## src/rtl/iep_pkg.sv

```systemverilog
`timescale 1ns/1ps
package iep_pkg;
  // Ping-pong: exactly two banks, so bank indices are a single bit.
  localparam int unsigned IEP_BANKS = 2;
  typedef logic [0:0] bank_t;
  typedef logic [1:0] occ_t;

  function automatic bank_t other_bank(input bank_t b);
    return ~b;
  endfunction
endpackage

```

## src/rtl/iep_ring.sv

```systemverilog
`timescale 1ns/1ps
// Tracks which banks are queued for sending, oldest first, and which bank
// firmware works on.
module iep_ring
  import iep_pkg::*;
(
  input  logic  clk,
  input  logic  rst_n,
  input  logic  ack_fire,
  input  logic  commit_fire,
  input  logic  kill_req,
  input  logic  fw_hold,
  output bank_t wp_o,
  output bank_t rp_o,
  output occ_t  occ_o,
  output logic  wp_busy_o
);
  bank_t wp_q, rp_q, wp_n, rp_n, rp_a;
  occ_t  occ_q, occ_n, occ_a;
  logic  kill_hit;

  always_comb begin
    rp_a  = rp_q;
    occ_a = occ_q;
    if (ack_fire) begin
      rp_a  = other_bank(rp_q);
      occ_a = occ_q - 2'd1;
    end
    kill_hit = kill_req && (occ_a != 2'd0);
    wp_n  = wp_q;
    rp_n  = rp_a;
    occ_n = occ_a;
    if (kill_hit) begin
      occ_n = occ_a - 2'd1;
      // Firmware waiting: the withdrawn bank sits just behind the write side.
      if (!fw_hold) wp_n = other_bank(wp_q);
      if (occ_n == 2'd0) rp_n = wp_n;
    end else if (commit_fire) begin
      occ_n = occ_a + 2'd1;
      wp_n  = other_bank(wp_q);
    end
  end

  always_ff @(posedge clk or negedge rst_n) begin
    if (!rst_n) begin
      wp_q  <= '0;
      rp_q  <= '0;
      occ_q <= '0;
    end else begin
      wp_q  <= wp_n;
      rp_q  <= rp_n;
      occ_q <= occ_n;
    end
  end

  assign wp_o      = wp_q;
  assign rp_o      = rp_q;
  assign occ_o     = occ_q;
  assign wp_busy_o = (occ_q == 2'd2) || ((occ_q == 2'd1) && (rp_q == wp_q));
endmodule

```

## src/rtl/iep_fw_side.sv

```systemverilog
`timescale 1ns/1ps
// Firmware-facing flags and byte counter.
module iep_fw_side #(
  parameter int unsigned EP_BYTES = 8,
  parameter int unsigned CW       = 4
) (
  input  logic          clk,
  input  logic          rst_n,
  input  logic          wr_valid,
  input  logic          commit_fire,
  input  logic          txack,
  input  logic          wp_busy,
  output logic          fifocon_o,
  output logic          txini_o,
  output logic [CW-1:0] byct_o,
  output logic          wr_ready_o,
  output logic          wr_fire_o
);
  localparam logic [CW-1:0] FULL = CW'(EP_BYTES);

  logic          fifocon_q, txini_q;
  logic [CW-1:0] byct_q;

  assign wr_ready_o = fifocon_q && (byct_q < FULL);
  assign wr_fire_o  = wr_valid && wr_ready_o;

  always_ff @(posedge clk or negedge rst_n) begin
    if (!rst_n) begin
      fifocon_q <= 1'b1;
      txini_q   <= 1'b1;
      byct_q    <= '0;
    end else if (!fifocon_q) begin
      if (!wp_busy) begin
        fifocon_q <= 1'b1;
        txini_q   <= 1'b1;
        byct_q    <= '0;
      end
    end else if (commit_fire) begin
      fifocon_q <= 1'b0;
      txini_q   <= 1'b0;
      byct_q    <= '0;
    end else begin
      if (wr_fire_o) byct_q <= byct_q + CW'(1);
      if (txack) txini_q <= 1'b0;
    end
  end

  assign fifocon_o = fifocon_q;
  assign txini_o   = txini_q;
  assign byct_o    = byct_q;
endmodule

```

## src/rtl/iep_store.sv

```systemverilog
`timescale 1ns/1ps
// Byte storage and per-bank packet lengths.
module iep_store
  import iep_pkg::*;
#(
  parameter int unsigned EP_BYTES = 8,
  parameter int unsigned DATA_W   = 8,
  parameter int unsigned AW       = 3,
  parameter int unsigned CW       = 4
) (
  input  logic              clk,
  input  logic              rst_n,
  input  logic              we,
  input  bank_t             wbank,
  input  logic [AW-1:0]     widx,
  input  logic [DATA_W-1:0] wdata,
  input  logic              len_we,
  input  logic [CW-1:0]     len_val,
  input  bank_t             rbank,
  input  logic [AW-1:0]     ridx,
  output logic [DATA_W-1:0] rdata,
  output logic [CW-1:0]     rlen
);
  logic [DATA_W-1:0] bank_rd  [IEP_BANKS];
  logic [CW-1:0]     bank_len [IEP_BANKS];

  for (genvar b = 0; b < IEP_BANKS; b++) begin : g_bank
    logic [DATA_W-1:0] mem_q [EP_BYTES];
    logic [CW-1:0]     len_q;

    always_ff @(posedge clk) begin
      if (we && (wbank == bank_t'(b))) mem_q[widx] <= wdata;
    end

    always_ff @(posedge clk or negedge rst_n) begin
      if (!rst_n) len_q <= '0;
      else if (len_we && (wbank == bank_t'(b))) len_q <= len_val;
    end

    assign bank_rd[b]  = mem_q[ridx];
    assign bank_len[b] = len_q;
  end

  assign rdata = bank_rd[rbank];
  assign rlen  = bank_len[rbank];
endmodule

```

## src/rtl/iep_pingpong.sv

```systemverilog
`timescale 1ns/1ps
// Two-bank IN endpoint buffer between firmware and the transmit side.
module iep_pingpong
  import iep_pkg::*;
#(
  parameter  int unsigned EP_BYTES = 8,
  parameter  int unsigned DATA_W   = 8,
  localparam int unsigned AW       = $clog2(EP_BYTES),
  localparam int unsigned CW       = $clog2(EP_BYTES + 1)
) (
  input  logic              clk,
  input  logic              rst_n,
  input  logic              wr_valid_i,
  input  logic [DATA_W-1:0] wr_data_i,
  output logic              wr_ready_o,
  input  logic              txrdy_ack_i,
  input  logic              commit_i,
  input  logic              kill_i,
  input  logic              irq_en_i,
  output logic              txrdy_o,
  output logic              fifo_ctl_o,
  output logic              irq_o,
  output logic [CW-1:0]     byte_cnt_o,
  output logic              pkt_valid_o,
  input  logic              pkt_ready_i,
  output logic              pkt_bank_o,
  output logic [CW-1:0]     pkt_len_o,
  input  logic [AW-1:0]     rd_addr_i,
  output logic [DATA_W-1:0] rd_data_o
);
  bank_t         wp, rp;
  occ_t          occ;
  logic          wp_busy, fifocon, txini, wr_fire;
  logic          ack_fire, commit_fire;
  logic [CW-1:0] byct, commit_len;

  assign pkt_valid_o = (occ != 2'd0);
  assign ack_fire    = pkt_valid_o && pkt_ready_i;
  // Kill takes priority: a commit in the same cycle is dropped.
  assign commit_fire = commit_i && fifocon && !kill_i;
  assign commit_len  = byct + CW'(wr_fire);

  iep_ring ring_i (
    .clk         (clk),
    .rst_n       (rst_n),
    .ack_fire    (ack_fire),
    .commit_fire (commit_fire),
    .kill_req    (kill_i),
    .fw_hold     (fifocon),
    .wp_o        (wp),
    .rp_o        (rp),
    .occ_o       (occ),
    .wp_busy_o   (wp_busy)
  );

  iep_fw_side #(.EP_BYTES(EP_BYTES), .CW(CW)) fw_i (
    .clk         (clk),
    .rst_n       (rst_n),
    .wr_valid    (wr_valid_i),
    .commit_fire (commit_fire),
    .txack       (txrdy_ack_i),
    .wp_busy     (wp_busy),
    .fifocon_o   (fifocon),
    .txini_o     (txini),
    .byct_o      (byct),
    .wr_ready_o  (wr_ready_o),
    .wr_fire_o   (wr_fire)
  );

  iep_store #(.EP_BYTES(EP_BYTES), .DATA_W(DATA_W), .AW(AW), .CW(CW)) store_i (
    .clk     (clk),
    .rst_n   (rst_n),
    .we      (wr_fire),
    .wbank   (wp),
    .widx    (byct[AW-1:0]),
    .wdata   (wr_data_i),
    .len_we  (commit_fire),
    .len_val (commit_len),
    .rbank   (rp),
    .ridx    (rd_addr_i),
    .rdata   (rd_data_o),
    .rlen    (pkt_len_o)
  );

  assign txrdy_o    = txini;
  assign fifo_ctl_o = fifocon;
  assign byte_cnt_o = byct;
  assign irq_o      = txini && irq_en_i;
  assign pkt_bank_o = rp[0];
endmodule

```

## config.mk

```make
export PLATFORM = sky130hd
export DESIGN_NAME = iep_pingpong
export DESIGN_NICKNAME = d
export VERILOG_FILES = /design/src/rtl/iep_pkg.sv /design/src/rtl/iep_ring.sv /design/src/rtl/iep_fw_side.sv /design/src/rtl/iep_store.sv /design/src/rtl/iep_pingpong.sv
export SDC_FILE = /design/constraint.sdc
export NUM_CORES = 1
export LEC_CHECK = 0
export BUFFER_PORTS_ARGS = -buffer_cell sky130_fd_sc_hd__buf_4
export CAP_MARGIN = 10
export CORE_ASPECT_RATIO = 0.8
export CORE_MARGIN = 4
export CORE_UTILIZATION = 35
export CTS_CLUSTER_DIAMETER = 100
export DETAILED_ROUTE_END_ITERATION = 6
export HOLD_SLACK_MARGIN = 0.08
export SKIP_LAST_GASP = 1
export SLEW_MARGIN = 5
export SYNTH_ARGS = -nofsm -noshare
export SYNTH_HDL_FRONTEND = slang
export SYNTH_SLANG_ARGS = --single-unit
```

## constraint.sdc

```tcl
create_clock -name clk -period 4.6 [get_ports clk]
set_input_delay 0 -clock clk [delete_from_list [all_inputs] [get_ports clk]]
set_output_delay 0 -clock clk [all_outputs]
set_load 0.05 [all_outputs]
```

Word-level counts from Yosys, hierarchy flattened
Memory sizes are Yosys's and may differ from the RTL's.
Index checks and enable logic that the tools add are counted.
W data, S select, Z words.
{"block": "word_totals", "register_bits": 18, "mem_count": 2, "latchBits": 0, "mem_bits_rw": 128, "mem_bits_ro": 0, "wordCells": 76, "input_bits": 19}
{"name": "store_i.g_bank[0].mem_q", "words": 8, "width": 8, "rd": 1, "rd_ports_with_merged_regs": 0, "wr": 1, "line": "iep_store.sv:28", "text": "logic [DATA_W-1:0] mem_q [EP_BYTES];"}
{"name": "store_i.g_bank[1].mem_q", "words": 8, "width": 8, "rd": 1, "rd_ports_with_merged_regs": 0, "wr": 1, "line": "iep_store.sv:28"}
{"block": "op_classes", "n_bitwise": 3, "mux": 30, "n_lt_le_gt_ge": 2, "n_div": 0, "mul": 0, "reduce_logical": 20, "shifts": 0, "add_sub_neg": 5, "eq_ne": 6}
{"op": "$mux W4", "n": 7}
{"op": "$mux W8", "n": 3}
{"op": "$mux W1", "n": 17}
{"op": "$logic_and A1 B1 Y1", "n": 12}
{"op": "$mux W2", "n": 3}
{"op": "$reduce_bool A2 Y1", "n": 3}
{"op": "$add A4 B1 Y4", "n": 1}
{"op": "$add A4 B1 Y4 const B", "n": 1}
{"op": "$lt A4 B4 Y1 const B", "n": 1}
{"op": "$reduce_and A2 Y1", "n": 2}
{"op": "$sub A2 B1 Y2 const B", "n": 2}
{"op": "$ne A3 B1 Y1 const B", "n": 1}
{"op": "$ne A3 B2 Y1 const B", "n": 1}
{"op": "$add A2 B1 Y2 const B", "n": 1}
{"op": "$eq A2 B1 Y1 const B", "n": 1}
{"op": "$eq A2 B2 Y1 const B", "n": 1}
{"op": "$ge A2 B2 Y1 const B", "n": 1}
{"op": "$logic_not A2 Y1", "n": 1}
{"op": "$ne A2 B2 Y1 const B", "n": 1}
{"op": "$not A1 Y1", "n": 2}
{"op": "$not A1 Y2", "n": 1}
{"op": "$eq A1 B1 Y1", "n": 1}
{"op": "$logic_not A1 Y1", "n": 1}
{"op": "$logic_or A1 B1 Y1", "n": 1}

Logic depth before layout (Yosys ltp)
Gate-level depths: netlist (run 1).
{"block": "logic_depth", "word_depth": 7, "mapped_depth": 7}

Cells and area by module
Synthesis (run 1) repeated with hierarchy kept, for this count alone.
{"block": "unflattened", "hier_cells": 321, "area_unflattened_um2": 6089.6}
{"mod": "iep_store", "n_inst": 1, "area_per_inst_um2": 5337.6, "cells_each": 244, "seq_area_each_um2": 4043.9}
{"mod": "iep_ring", "n_inst": 1, "area_per_inst_um2": 369.1, "cells_each": 38, "seq_area_each_um2": 100.1}
{"mod": "iep_fw_side", "n_inst": 1, "area_per_inst_um2": 304.0, "cells_each": 29, "seq_area_each_um2": 152.6}
{"mod": "iep_pingpong", "n_inst": 1, "area_per_inst_um2": 78.8, "cells_each": 10, "seq_area_each_um2": 0.0}

Worst setup path before layout (run 1)
OpenSTA, ideal clock, no wires.
{"block": "synth_timing", "path_kind": "register to register", "from": "register fw_i.fifocon_q, in the netlist fw_i.fifocon_o", "to": "memory store_i.g_bank[1].mem_q[0][0] (enable)", "stages_incl_launch_ff": 6, "t_required_ns": 4.205, "t_arrival_ns": 2.205, "setup_ns": 0.395, "slack_ns": 2.001, "path_cell_list": "dfstp_2 buf_2 nand3b_2 inv_1 nand2_1 nor4_1"}
{"block": "synth_between", "elab_chain_len": 5}
{"item": "start: declaration", "line": "iep_fw_side.sv:21", "text": "logic fifocon_q, txini_q;"}
{"item": "start signal: assignment", "line": "iep_fw_side.sv:29", "text": "fifocon_q <= 1'b1;"}
{"item": "start signal: assignment", "line": "iep_fw_side.sv:34", "text": "fifocon_q <= 1'b1;"}
{"item": "start signal: assignment", "line": "iep_fw_side.sv:39", "text": "fifocon_q <= 1'b0;"}
{"item": "$logic_and A1 B1 Y1", "line": "iep_fw_side.sv:24", "text": "assign wr_ready_o = fifocon_q && (byct_q < FULL);"}
{"item": "$logic_and A1 B1 Y1", "line": "iep_fw_side.sv:25", "text": "assign wr_fire_o = wr_valid && wr_ready_o;"}
{"item": "$logic_and A1 B1 Y1", "line": "iep_store.sv:32", "text": "if (we && (wbank == bank_t'(b))) mem_q[widx] <= wdata;"}
{"item": "$mux W1", "line": "iep_store.sv:32"}
{"item": "$mux W1 (not written as such)", "line": "iep_store.sv:32"}
{"item": "end: declaration", "line": "iep_store.sv:28"}
No other way between the ends.

Worst setup path after layout (run 1)
{"block": "layout_timing", "from": "register fw_i.fifocon_q, in the netlist fw_i.fifocon_o", "to": "memory store_i.g_bank[1].mem_q[4][0] (enable)"}
Same word-level chain as after synthesis.

==> reports/results.txt, run 1 <==
Outcome -> complete, no violations
GRT met3 Usage -> 3.73%
DR vias/cell -> 5.20
First-pass GRT wire length -> 20.2 mm
Layout cell share with drive strength beyond 1 -> 27.2%
CTS tree -> built
Gpl congestion -> 0.756
Wire per inst -> 20.2 µm
Max-Cap Viols -> 0
Clock-pin transition on the worst setup and hold timing paths -> 0.06 ns
Post-Place Worst Slack -> 2.08 ns
FILL cells -> 1430
Worst setup SP type -> flip-flop
Post-CTS setup buffer count -> 0
Core area -> 16800 µm²
FF+latch count, synth -> 146
Fin. max-slew vios -> 0
Peak VDD IR -> 0.245 mV
TNS Setup -> 0 ns
Hold crit path type -> input pin to output pin
Post-cts resize count -> 0
Main synth FF type -> edfxtp_1
Clock sinks -> 146
Register area share after synthesis -> 71.0%
Net Count, Synth -> 369
Num rows -> 42
Crit. End Element -> flip-flop
Skew final -> 0.0100 ns
Final setup viols -> 0
Largest net degree at the start of global routing -> 41
Worst-case clock buffer depth -> 2
Synthesized instance count -> 344
Yosys cell types -> 39
Lkg Pwr -> 2.59 nW
Worst slew margin -> 23.8%
Fmax -> 399 MHz
Post-synth ARST share -> 12.3%
Max FO, Critical Path -> 12
DIE AREA -> 19500 µm²
IO Pins -> 41
H-Tree Level Count -> 4
DP HPWL -> 8.37 mm
Initial antenna violation count -> 1
Critical Path AT -> 2.53 ns
GRT busiest layer -> met2
DIE HEIGHT -> 126 µm
Post-synth EDFFs -> 128
Syn. warnings -> 0
ANT cells -> 0
Clk root buf -> clkbuf_16
Hold_ws -> 0.369 ns
Die X -> 155 µm
Most common cell after layout, fill and taps aside -> edfxtp_1
DR DRC count -> 0
Final WS setup -> 2.09 ns
GR Util All Layers -> 13.9%
Effective utilization at floorplan -> 36.1%
DR iter-0 viols -> 199
Tcrit/Tclk final -> 54.5%
I/O Buffers -> 40
Final period demand of the worst path -> 2.51 ns
CTS Buf Count -> 17
Met1 Track Usage GR -> 19.0%
Register area -> 4300 µm²
Met2 capacity usage during global routing -> 21.2%
Worst slew pin tran -> 1.14 ns
GR Overflow Total -> 0
Routed via count -> 3324
Drt first pass iters -> 6
Post-route ant nets -> 0
Area of the mapped netlist -> 6050 µm²
Area growth from synthesis to layout -> 22.7%
Layout Nets -> 432
Critical path class -> flip-flop to flip-flop
Final hold violation count -> 0
Leading cell types in the layout, fill and taps excluded -> edfxtp_1 (128), buf_4 (41), nand2_1 (22)
RSZ-0062 raised after global routing -> false
Pwr dens -> 585 nW/µm²
Multi-input gate area -> 1670 µm²
Clk Latency, worst-skew pair -> 0.41 ns
Mapped Avg Cell Area -> 17.6 µm²
Vias in the first global route -> 3449
Worst EP required -> 4.62 ns
Routed WL -> 12.9 mm
==> path summary, 6_finish.rpt <==
check	start	to	slack, ns	cells after the start
worst max-delay path	fw_i.fifocon_o	store_i.g_bank[1].mem_q[4][0]	2.09	4
worst max register to register	fw_i.fifocon_o	store_i.g_bank[1].mem_q[4][0]	2.09	4
worst min-delay path	irq_en_i	irq_o	0.37	3
max in group asynchronous	rst_n	store_i.g_bank[0].len_q[2]	2.78	4
worst min register to register	store_i.g_bank[1].len_q[2]	store_i.g_bank[1].len_q[2]	0.47	2
min in group asynchronous	rst_n	fw_i.fifocon_o	0.63	3
==> synthesized netlist by cell type, types with 6 or more instances <==
cell | number | area share, %
nor3b_1 | 6 | 0.74
mux4_2 | 20 | 7.4
nor3_1 | 6 | 0.50
buf_2 | 7 | 0.58
nor2_1 | 15 | 0.93
o22ai_1 | 7 | 0.72
nor2b_1 | 8 | 0.83
mux2_2 | 14 | 2.6
dfrtp_1 | 16 | 6.6
nand3_1 | 16 | 1.3
a21oi_1 | 6 | 0.50
mux4_1 | 8 | 3.5
nand2_1 | 22 | 1.4
ha_1 | 6 | 1.2
edfxtp_1 | 128 | 64
==> worst max-delay path, stage by stage, from the launching register on <==
cell	delay (ns)
dfstp_2	0.66
nand3b_2	0.21
inv_1	0.21
nand2_1	0.16
nor3_1	0.88
==> repair_timing <==
action,CTS,global route
endpoints found under the hold margin,156,0
hold buffers,18,0
setup endpoints to repair,0,0
==> stage by stage <==
step	cells	util [%]	cell area (µm²)	power [mW]
final	639	44.3	7420	4.34
after global routing	639	44.3	7420	4.54
after CTS	637	44.2	7410	4.38
after detailed placement	588	39.1	6560	2.79
after global placement	588	39.1	6560	2.77
after floorplan	344	-	6050	2.46
==> power breakdown <==
group,leakage (nW),internal (mW),switching (mW)
clock,0.324,1.06,0.501
combinational,0.892,0.385,0.679
sequential,1.38,1.57,0.151
==> state kept, by name, summed over array words and instances, names as in the netlist <==
| signal | cells |
|---|---|
| ring_i.wp_o | 1 |
| ring_i.occ_o | 2 |
| fw_i.byct_o | 4 |
| fw_i.fifocon_o | 1 |
| store_i.g_bank.mem_q | 128 |
| store_i.g_bank.len_q | 8 |
| ring_i.rp_o | 1 |
| fw_i.txini_o | 1 |
==> metal layers <==
layer  share of wire (%)  vias up
met1                  45     1709
met4                 2.3        2
li1                    -     1500
met3                 5.2       25
met5               0.054        -
met2                  48       88
==> final cells by class <==
| type | instances | share of cell area, % |
|---|---|---|
| Inverter | 4 | 0.202 |
| Sequential cell | 146 | 57.9 |
| Timing Repair Buffer | 61 | 6.74 |
| Clock buffer | 19 | 5.83 |
| Clock inverter | 12 | 3.19 |
| Tap cell | 220 | 3.71 |
| Multi-Input combinational cell | 177 | 22.5 |
==> kinds of logic (layout without fill, tap and decap cells) <==
logic type | after synthesis | after routing | synth area share, %
adder cells (fa/ha/maj) | 6 | 6 | 1.24
multiplexers | 43 | 43 | 13.7
flip-flops | 146 | 146 | 71.0
XOR/XNOR | 6 | 6 | 0.869
AND/OR/NAND/NOR | 89 | 89 | 7.65
buffers and inverters | 21 | 96 | 1.82
AO/OA/AOI/OAI | 33 | 33 | 3.70
(Power assumes the default switching activity.)
==> inputs of run 2 (changes only) <==
Settings changed: ABC_AREA set to 1.
Clock period 4.6 ns to 2.5 ns, I/O delays scaled along.
==> run 2 against run 1 <==
Effect of this change:
- global-route usage up 2.0 points
- synthesized area increased by 9.3%
- via count increased by 40%
- sequential share of layout area fell by 3.9 points
- fmax increased by 22%
- setup slack got worse by 1.7 ns
- critical path type unchanged
- largest power group unchanged
- synthesized cell count rose by 97%
==> reports/results.txt, run 2 <==
Outcome -> complete, no violations
Switch share -> 33.2% (+2.6 points)
Layout Nets -> 760 (+76%)
GR Overflow Total -> 0 (unchanged)
Clock sinks -> 146 (unchanged)
WHS Path Cells -> 4 (+1)
I/O Buffers -> 40 (unchanged)
Worst hold start -> irq_en_i
CP Launch Point -> fw_i.fifocon_o
Area growth from synthesis to layout -> 20.4%
FF+latch count, synth -> 146 (unchanged)
Final period demand of the worst path -> 2.06 ns (-0.449 ns)
Top-count cell post-synth -> nand2_1
Met2 capacity usage during global routing -> 23.8% (+2.7 points)
Worst Hold Path EP -> irq_o
Clk root buf -> clkbuf_16
CP Cell Sequence -> inv_2 -> nor2_4 -> nand2_2 -> clkinv_2 -> nand2_2 -> nor2_1
Area leader, netlist -> edfxtp_1
Area contributors post-synth -> edfxtp_1 (58%), nand2_1 (12%), nand3_1 (8.9%), inv_1 (6.5%), dfrtp_1 (6.1%)
CP top delay family -> simple AND/OR/NAND/NOR gates
DP HPWL -> 10.4 mm (+24%)
Fin. max-slew vios -> 0 (unchanged)
Worst-case clock buffer depth -> 2 (unchanged)
TNS Setup -> 0 ns (unchanged)
Area of the mapped netlist -> 6610 µm² (+9.3%)
Met1 Track Usage GR -> 22.7% (+3.7 points)
Largest net degree at the start of global routing -> 57 (+39%)
Multi-input gate area -> 1740 µm² (+4.1%)
Worst reg2reg endpoint -> store_i.g_bank[0].mem_q[7][4]
RR Startpoint -> fw_i.fifocon_o
Hold crit path type -> input pin to output pin
Routed WL -> 16.4 mm (+27%)
Crit. End Element -> flip-flop
Final hold violation count -> 0 (unchanged)
Die X -> 162 µm (+4.3%)
GRT met3 Usage -> 4.23% (+0.50 points)
Skew final -> 0.00753 ns (-0.00252 ns)
Layout cell share with drive strength beyond 1 -> 13.4% (-14 points)
Post-route ant nets -> 0 (unchanged)
CTS Buf Count -> 17 (unchanged)
Cell repeated most along the worst path -> nand2_2
Tcrit/Tclk final -> 82.3% (+28 points)
Post-synth ARST share -> 12.3% (unchanged)
Wire per inst -> 16.4 µm (-19%)
Routed via count -> 4662 (+40%)
Core area -> 18300 µm² (+9.4%)
Vias in the first global route -> 4381 (+27%)
RSZ-0062 raised after global routing -> false
Lkg Pwr -> 3.49 nW (+35%)
Clock power share -> 34.4% (-1.6 points)
Largest stage delay, worst path -> 0.61 ns (-0.27 ns)
DR DRC count -> 0 (unchanged)
Num rows -> 44 (+4.8%)
Cell-internal power -> 5.15 mW (+71%)
Post-synth EDFFs -> 128 (unchanged)
Max FO, Critical Path -> 8 (-4)
Hold_ws -> 0.337 ns (-0.0320 ns)
GRT busiest layer -> met2
DIE HEIGHT -> 131 µm (+4.3%)
Critical path class -> flip-flop to flip-flop
Effective utilization at floorplan -> 36.1% (about the same)
Area share of the leading cell type in the synthesized netlist -> 58.1% (-5.4 points)
Worst slew pin tran -> 0.809 ns (-0.331 ns)
First-pass GRT wire length -> 24.7 mm (+23%)
DIE AREA -> 21200 µm² (+8.7%)
Worst EP required -> 2.56 ns (-2.06 ns)
Drt first pass iters -> 5 (-1)
Register area -> 4300 µm² (unchanged)
Yosys cell types -> 24 (-38%)
Max reg flops -> 128 (unchanged)
Synth cell count leaders -> nand2_1 (207), edfxtp_1 (128), nand3_1 (118)
DR vias/cell -> 4.66 (-10%)
Clock-pin transition on the worst setup and hold timing paths -> 0.06 ns (about the same)
DR iter-0 viols -> 470 (+140%)
Worst path slowest cell -> dfstp_2
Net Count, Synth -> 701 (+90%)
Reg2Reg Depth -> 6 (+2)
H-Tree Level Count -> 4 (unchanged)
Worst slew margin -> 45.9% (+22 points)
Most common cell after layout, fill and taps aside -> nand2_1
Clk Latency, worst-skew pair -> 0.43 ns (+0.02 ns)
IO Pins -> 41 (unchanged)
Critical Path AT -> 2.12 ns (-0.41 ns)
Fmax -> 486 MHz (+22%)
Gpl congestion -> 0.831 (+9.9%)
Initial antenna violation count -> 0 (-1)
Mapped Avg Cell Area -> 9.78 µm² (-44%)
Crit path buf inv count -> 2 (+1)
CTS tree -> built
Worst setup SP type -> flip-flop
Synthesized instance count -> 676 (+97%)
R2r setup slk -> 0.44 ns (-1.65 ns)
Peak VDD IR -> 0.487 mV (+98%)
Leading cell types in the layout, fill and taps excluded -> nand2_1 (205), edfxtp_1 (128), nand3_1 (118)
Combinational Power Share -> 26.1% (+1.6 points)
Max-Cap Viols -> 0 (unchanged)
ANT cells -> 0 (unchanged)
Reg with most FFs -> store_i.g_bank.mem_q
Register area share after synthesis -> 65.0% (-6.0 points)
Syn. warnings -> 0 (unchanged)
Pwr dens -> 968 nW/µm² (+65%)
Switching pwr -> 2.56 mW (+92%)
Final setup viols -> 0 (unchanged)
GR Util All Layers -> 15.9% (+2.0 points)
FILL cells -> 1759 (+23%)
Sequential share of power -> 39.5% (about the same)
Main synth FF type -> edfxtp_1
run 2: changes by cell type after synthesis, sizes merged, moves of 8 or more:
cell | previous run | this run
nand2 | 22 | 213
nor2b | 8 | 0
nand3 | 16 | 119
mux4 | 28 | 0
nor2 | 15 | 23
buf | 12 | 23
inv | 4 | 119
mux2 | 14 | 0
run 2: cell families (layout without fill, tap and decap cells):
| logic type | count (synthesis) | in the layout | share of synthesized area (%) |
|---|---|---|---|
| AOI/OAI and AO/OA | 15 | 15 | 1.17 |
| xor gates and xnor gates | 6 | 6 | 0.795 |
| buffers and inverters | 147 | 219 | 8.89 |
| adders and majority gates | 6 | 6 | 1.14 |
| and+or+nand+nor | 356 | 356 | 23.0 |
| DFF | 146 | 146 | 65.0 |
run 2: stage by stage:
stage / power (mW) / cells / util [%] / area [µm²] / setup WS (ns)
after floorplan: 4.38 / 676 / - / 6610 / 0.338
after global placement: 5.00 / 948 / 38.9 / 7140 / 0.506
after detailed placement: 5.01 / 948 / 38.9 / 7140 / 0.473
after CTS: 7.71 / 999 / 43.3 / 7940 / 0.0325
after global routing: 8.06 / 1001 / 43.4 / 7960 / 0.329
final: 7.70 / 1001 / 43.4 / 7960 / 0.442
run 2: layout make-up:
type                       count  share of cell area (%)
sequential                   146                    54.0
multi-input combinational    383                    21.8
timing repair buffer          67                    6.88
inverter                     120                    5.67
clock buffer                  18                    5.39
tap                          253                    3.98
clock inverter                14                    2.33
run 2: how the worst max path moves through the flow:
stage          depth (start not counted)                       endpoint
4_1_cts                               11                ring_i.occ_o[1]
6_report                               6  store_i.g_bank[0].mem_q[7][4]
5_1_grt                                6  store_i.g_bank[0].mem_q[5][5]
3_3_place_gp                           6  store_i.g_bank[0].mem_q[5][2]
3_5_place_dp                           6  store_i.g_bank[0].mem_q[4][2]
2_1_floorplan                          6  store_i.g_bank[1].mem_q[7][0]
run 2: worst min-delay path: stages:
cell and delay, ns:
buf_4 0.08, nand2_1 0.04, inv_1 0.04, buf_4 0.18
run 2: what timing repair did:
action	CTS	global route
hold endpoints to repair	164	0
setup buffers	0	3
hold buffers	19	0
gates resized for setup	0	5
setup endpoints to repair	0	1
run 2: layer usage:
metal	wire (µm)	up-vias	part of all wire [%]
met4	296	0	1.8
met5	0	-	0
met1	7690	2194	47
li1	-	2289	-
met2	7270	161	44
met3	1170	18	7.1
run 2: power by group through the flow:
stage	Sequential [mW]	Clock [mW]	Combinational [mW]
floorplan	3.18	0	1.20
global placement	3.08	0	1.92
detailed placement	3.09	0	1.92
CTS	3.04	2.68	1.99
global route	3.06	2.80	2.20
finish	3.04	2.65	2.01
